**src/rtl/ttt_pkg.sv**
```systemverilog
package ttt_pkg;
  localparam int NUM_TMR = 3;
  localparam logic [1:0] ADDR_CTRL = 2'd3;
  localparam int CTRL_TEST_BIT = 3;
  typedef enum int {TMR_SEL = 0, TMR_GEN = 1, TMR_HSH = 2} tmr_e;
endpackage

```
**src/rtl/ttt_regs.sv**
```systemverilog
module ttt_regs
  import ttt_pkg::*;
#(
  parameter int CNT_W = 16
) (
  input  logic                            clk_i,
  input  logic                            rst_ni,
  input  logic                            wr_en_i,
  input  logic [1:0]                      wr_addr_i,
  input  logic [CNT_W-1:0]                wr_data_i,
  output logic [NUM_TMR-1:0][CNT_W-1:0]   period_o,
  output logic [NUM_TMR-1:0]              en_o,
  output logic                            test_o,
  output logic                            test_rise_o,
  output logic                            test_fall_o
);
  logic [NUM_TMR-1:0][CNT_W-1:0] period_q;
  logic [NUM_TMR-1:0]            en_q;
  logic                          test_q, test_d;
  logic                          ctrl_wr;

  assign ctrl_wr = wr_en_i && (wr_addr_i == ADDR_CTRL);

  always_ff @(posedge clk_i or negedge rst_ni) begin
    if (!rst_ni) begin
      period_q <= '0;
      en_q     <= '0;
      test_q   <= 1'b0;
      test_d   <= 1'b0;
    end else begin
      test_d <= test_q;
      if (ctrl_wr) begin
        en_q   <= wr_data_i[NUM_TMR-1:0];
        test_q <= wr_data_i[CTRL_TEST_BIT];
      end
      for (int i = 0; i < NUM_TMR; i++)
        if (wr_en_i && (wr_addr_i == 2'(i))) period_q[i] <= wr_data_i;
    end
  end

  assign period_o    = period_q;
  assign en_o        = en_q;
  assign test_o      = test_q;
  // start one cycle late so timers already see the short period
  assign test_rise_o = test_q && !test_d;
  // stop on the write edge itself
  assign test_fall_o = ctrl_wr && !wr_data_i[CTRL_TEST_BIT] && test_q;

  assert_ctrl_load_R7: assert property (@(posedge clk_i) disable iff (!rst_ni)
    ctrl_wr |=> en_o == $past(wr_data_i[NUM_TMR-1:0]));
  assert_test_clear_R10: assert property (@(posedge clk_i) disable iff (!rst_ni)
    test_fall_o |=> !test_o);
endmodule

```
**src/rtl/ttt_unit.sv**
```systemverilog
module ttt_unit #(
  parameter int CNT_W    = 16,
  parameter int TEST_CNT = 16
) (
  input  logic             clk_i,
  input  logic             rst_ni,
  input  logic [CNT_W-1:0] period_i,
  input  logic             test_i,
  input  logic             start_i,
  input  logic             stop_i,
  output logic             expire_o,
  output logic             run_o
);
  localparam logic [CNT_W-1:0] TEST_LD = CNT_W'(TEST_CNT);

  logic [CNT_W-1:0] eff, cnt_q;
  logic             run_q, dis;

  assign eff = test_i ? TEST_LD : period_i;
  assign dis = (eff == '0);
  // >= keeps a shortened period safe against an already advanced count
  assign expire_o = run_q && !dis && !start_i && !stop_i && (cnt_q >= eff - 1'b1);
  assign run_o = run_q;

  always_ff @(posedge clk_i or negedge rst_ni) begin
    if (!rst_ni) begin
      run_q <= 1'b0;
      cnt_q <= '0;
    end else if (stop_i || dis) begin
      run_q <= 1'b0;
      cnt_q <= '0;
    end else if (start_i) begin
      run_q <= 1'b1;
      cnt_q <= '0;
    end else if (expire_o) begin
      run_q <= 1'b0;
    end else if (run_q) begin
      cnt_q <= cnt_q + 1'b1;
    end
  end

  assert_start_runs_R3: assert property (@(posedge clk_i) disable iff (!rst_ni)
    (start_i && !stop_i && !dis) |=> (run_q && cnt_q == '0));
  assert_stop_halts_R4: assert property (@(posedge clk_i) disable iff (!rst_ni)
    stop_i |=> !run_q);
  assert_zero_idle_R6: assert property (@(posedge clk_i) disable iff (!rst_ni)
    (period_i == '0 && !test_i) |=> !run_q);
  assert_expire_ends_R2: assert property (@(posedge clk_i) disable iff (!rst_ni)
    expire_o |=> !run_q);
endmodule

```
**src/rtl/tri_timeout_timer.sv**
```systemverilog
module tri_timeout_timer
  import ttt_pkg::*;
#(
  parameter int CNT_W    = 16,
  parameter int TEST_CNT = 16
) (
  input  logic               clk_i,
  input  logic               rst_ni,
  input  logic               wr_en_i,
  input  logic [1:0]         wr_addr_i,
  input  logic [CNT_W-1:0]   wr_data_i,
  input  logic [NUM_TMR-1:0] start_i,
  input  logic [NUM_TMR-1:0] stop_i,
  input  logic               hs_edge_i,
  input  logic               stat_rd_i,
  output logic [NUM_TMR-1:0] stat_o,
  output logic [NUM_TMR-1:0] irq_o
);
  logic [NUM_TMR-1:0][CNT_W-1:0] period;
  logic [NUM_TMR-1:0]            en, expire, run, t_start, t_stop;
  logic                          test, test_rise, test_fall;
  logic [NUM_TMR-1:0]            stat_q;

  ttt_regs #(.CNT_W(CNT_W)) i_regs (
    .clk_i, .rst_ni, .wr_en_i, .wr_addr_i, .wr_data_i,
    .period_o(period), .en_o(en), .test_o(test),
    .test_rise_o(test_rise), .test_fall_o(test_fall)
  );

  for (genvar g = 0; g < NUM_TMR; g++) begin : g_tmr
    if (g == int'(TMR_HSH)) begin : g_hs
      assign t_start[g] = start_i[g] || test_rise || (hs_edge_i && run[g]);
    end else begin : g_plain
      assign t_start[g] = start_i[g] || test_rise;
    end
    assign t_stop[g] = stop_i[g] || test_fall;

    ttt_unit #(.CNT_W(CNT_W), .TEST_CNT(TEST_CNT)) i_unit (
      .clk_i, .rst_ni,
      .period_i(period[g]), .test_i(test),
      .start_i(t_start[g]), .stop_i(t_stop[g]),
      .expire_o(expire[g]), .run_o(run[g])
    );
  end

  always_ff @(posedge clk_i or negedge rst_ni) begin
    if (!rst_ni) stat_q <= '0;
    else if (stat_rd_i) stat_q <= expire;
    else stat_q <= stat_q | expire;
  end

  assign stat_o = stat_q;
  assign irq_o  = stat_q & en;

  assert_sticky_R8: assert property (@(posedge clk_i) disable iff (!rst_ni)
    !stat_rd_i |=> ((stat_o & $past(stat_o)) == $past(stat_o)));
  assert_rd_clear_R8: assert property (@(posedge clk_i) disable iff (!rst_ni)
    (stat_rd_i && expire == '0) |=> stat_o == '0);
  assert_test_start_R9: assert property (@(posedge clk_i) disable iff (!rst_ni)
    (test_rise && stop_i == '0 && !test_fall) |=> &run);
endmodule

```
**config.mk**
```make
export PLATFORM = sky130hd
export DESIGN_NAME = tri_timeout_timer
export DESIGN_NICKNAME = d
export VERILOG_FILES = /design/src/rtl/ttt_pkg.sv /design/src/rtl/ttt_regs.sv /design/src/rtl/ttt_unit.sv /design/src/rtl/tri_timeout_timer.sv
export SDC_FILE = /design/constraint.sdc
export NUM_CORES = 1
export LEC_CHECK = 0
export ABC_AREA = 0
export BUFFER_PORTS_ARGS = -buffer_cell sky130_fd_sc_hd__buf_2
export CORE_ASPECT_RATIO = 1.5
export CORE_MARGIN = 8
export CORE_UTILIZATION = 35
export DETAILED_ROUTE_END_ITERATION = 16
export GPL_TIMING_DRIVEN = 1
export HOLD_SLACK_MARGIN = 0.06
export SLEW_MARGIN = 20
export SYNTH_ARGS = -nofsm -noshare
export SYNTH_HDL_FRONTEND = slang
export SYNTH_SLANG_ARGS = --single-unit
```
**constraint.sdc**
```tcl
create_clock -name clk_i -period 4.99 [get_ports clk_i]
set_input_delay 0.998 -clock clk_i [delete_from_list [all_inputs] [get_ports clk_i]]
set_output_delay 0.998 -clock clk_i [all_outputs]
set_load 0.02 [all_outputs]
```
==> metrics.md <==
| Metric | Value |
|---|---|
| Pre-CTS WS | `~0.15 ns` |
| Vias per cell | `between 5 and 6` |
| IO Port Bufs | `34` |
| Final Wtd Congestion | `around 0.79` |
| Die Y | `between 150 and 200 um` |
| Nets | `843` |
| Max_slew headroom | `between 40% and 50%` |
| H-tree Lvls | `3` |
| Initial antenna violation count | `0` |
| Post-layout min period | `4.533 ns` |
| Worst path cell trace | `nor3_1, or3b_2, nor3_1, o211a_1, nand2_1, a32oi_1, ha_1, nand4_1, nor2_1, a2111oi_0, o21ai_1, nor2_4, and3_1, a221o_1` |
| Final clock skew | `0.01073 ns` |
| Worst hold path class | `flop to flop` |
| Total power | `2.324 mW` |
| Slowest stage delay, CP | `0.58 ns` |
| Vias | `5,380` |
| Critical Path AT | `~4.8 ns` |
| Clk Latency, worst-skew pair | `roughly 0.36 ns` |
| Hold Path Depth | `1` |
| Total wire length | `16,710 um` |
| Final non-filler cell total | `just over 1,000` |
| Core ar. | `between 15,000 and 20,000 sq um` |
| Setup TNS Final | `0 ns` |
| Placed Cells | `~1,000` |
| Vias in the first global route | `5,452` |
| Cts bufs inserted | `9` |
| CTS root buf | `clkbuf_16` |
| Drt wl/cell | `16.30 um` |
| Tcrit/Tclk final | `between 90% and 100%` |
| Unique masters post-synth | `between 60 and 70` |
| Share of cells above drive strength 1 | `16.86%` |
| Status | `complete, no violations` |
| # Post-CTS Setup Buffers | `0` |
| Clock network fraction of design power | `30.9%` |
| TritonCTS clock tree | `yes` |
| Max Fclk | `roughly 220 MHz` |
| WP data required | `between 5 and 6 ns` |
| Pwr dens | `~300 nW/um^2` |
| Netlist Area Pre-Place | `6925 sq um` |
| Synth area leaders | `dfrtp_1, ha_1, mux2_2` |
| Synth area leader | `dfrtp_1` |
| Grt total ovfl | `0` |
| Comb pwr share | `24.0%` |
| Slew Viols, Final | `0` |
| Worst-Margin Slew | `0.7803 ns` |
| Ant. Diodes | `0` |
| Final Util | `38.92%` |
| Synth top cells by count | `dfrtp_1, nor2_1, nand2_1` |
| Pint | `between 1.5 and 2 mW` |
| Die width | `130.9 um` |
| Hold Slack | `0.5045 ns` |
| Std cell rows | `63` |
| Post-synth top flop | `dfrtp_1` |
| Ys Warns | `0` |
| CTS clk-pin slew, worst paths | `around 0.08 ns` |
| Crit path launch type | `flop` |
| # clock sinks | `107` |
| Largest net degree at the start of global routing | `53` |
| Most used cell, CP | `nor3_1` |
| MaxCap Viol Count | `0` |
| Final setup margin | `0.4569 ns` |
| Post-synth EDFFs | `0` |
| P_sw | `a little under 0.8 mW` |
| Register area share after synthesis | `38.66%` |
| Cells on worst reg2reg path | `14` |
| Count of mapped cells out of synthesis | `between 700 and 800` |
| First-pass GRT wire length | `about 28,000 um` |
| CP Capture Type | `flop` |
| Hpwl dp | `around 13,000 um` |
| Net Sw Frac | `33.23%` |
| Antenna-violating nets left | `0` |
| Mean post-synth cell area | `~9.4 sq um` |
| Synthesized flop and latch total | `about 110` |
| Reg-to-reg setup timing slack | `0.46 ns` |
| Post-CTS Hold Buffers | `0` |
| Setup-failing EPs final | `0` |
| Tot GR Track Use | `14.23%` |
| CTS max path bufs | `2` |
| TritonRoute pass-1 iters | `4` |
| Post-place instance area | `7341 sq um` |
| Area grow syn2layout | `10.30%` |
| Seq pwr share | `approximately 45%` |
| CP Class | `flop to flop` |
| Share of the synthesized area in the top cell type | `between 30 and 40%` |
| Crit Path Max Fanout | `22` |
| Synthesized Nets | `816` |
| Drc violations | `0` |
| Count leader, synth | `dfrtp_1` |
| Asr flop ratio synth | `100.0%` |
| Fin. Hold Viols | `0` |
| Die footprint | `24,640 sq um` |
| Leak Pwr | `between 3 and 4 nW` |
| RSZ-0062 raised after global routing | `false` |
| Starting Density | `about a third` |
| Design area | `7639 sq um` |
| Critical path's slowest cell | `a2111oi_0` |
| Worst VDD drop | `0.1535 mV` |
| IO Count | `35` |
| DRT iter0 DRCs | `160` |
## logic make-up after synthesis
group	Yosys count	share of synthesized area, %
buffers and inverters	52	3.559
muxes	53	8.564
adders and majority gates	54	9.756
and+or+nand+nor	288	21.36
AOI/OAI and AO/OA	139	13.04
xor gates and xnor gates	40	5.059
DFF	107	38.66
## path summary, 6_finish.rpt
path / from / end
worst max-delay path: i_regs.period_o[32] / g_tmr[2].i_unit.cnt_q[14]
worst min-delay path: i_regs.en_o[1] / i_regs.en_o[1]
worst max register to register: i_regs.period_o[32] / g_tmr[2].i_unit.cnt_q[14]
worst min register to register: i_regs.en_o[1] / i_regs.en_o[1]
max in group asynchronous: rst_ni / g_tmr[1].i_unit.cnt_q[8]
min in group asynchronous: rst_ni / i_regs.en_o[0]
## power by group through the flow
stage	combinational, mW	clock [mW]	sequential [mW]
after floorplan	0.431	0	1.04
after global placement	0.552	0	1.06
after detailed placement	0.561	0	1.06
after CTS	0.565	0.743	1.05
after global routing	0.637	0.773	1.06
final	0.558	0.718	1.05
## placed cells by master, fill, tap and decap left out, types with 6 or more instances in the layout
cell type | Yosys | routed
dfrtp_1 | 107 | 107
inv_1 | 26 | 26
nand2_1 | 57 | 57
nor2b_1 | 11 | 11
clkbuf_16 | 0 | 9
nand3_1 | 29 | 29
o21ai_0 | 40 | 40
mux2_2 | 50 | 50
buf_4 | 3 | 8
xor2_1 | 13 | 13
buf_2 | 4 | 33
nor2_1 | 75 | 75
nor4_1 | 7 | 7
xnor2_1 | 27 | 27
or3_1 | 14 | 14
ha_1 | 54 | 54
a21oi_1 | 35 | 35
nand4_1 | 11 | 11
a31oi_1 | 7 | 7
a32oi_1 | 6 | 6
and3_1 | 21 | 21
nor3_1 | 29 | 29
o21a_1 | 8 | 8
## registers in the layout (all words and copies together) (netlist names)
name and cells:
g_tmr.i_unit.cnt_q 48, i_regs.en_o 3, stat_o 3, g_tmr.i_unit.run_o 3, i_regs.test_d 1, i_regs.period_o 48
i_regs.test_o 1
## final cells by class
class                   count  area, sq um
flip-flops and latches    107         2678
clock buffers               9        225.2
fillers                  1952        11990
multi-input cells         574         4011
clock inverters             7        67.56
repair buffers             41        225.2
well taps                 260        325.3
inverters                  27        106.4
## critical path, delay by kind of cell (launching register included)
family,cells,cell delay [ns]
simple gates,8,2.18
compound gates,5,1.63
fa+ha+maj,1,0.27
flops,1,0.40
## repair_timing
item | CTS | global route
hold endpoints to repair | 0 | 0
resized for setup | 0 | 1
setup endpoints to repair | 0 | 16
## routing by layer
metal,share of wire [%],track usage [%],vias to the layer above
met3,1.5,1.896,17
met4,1.9,5.144,0
met2,55,26.95,58
met1,42,15.39,2588
li1,-,-,2717
met5,0,0,-
Power figures use the tool's default switching activity.
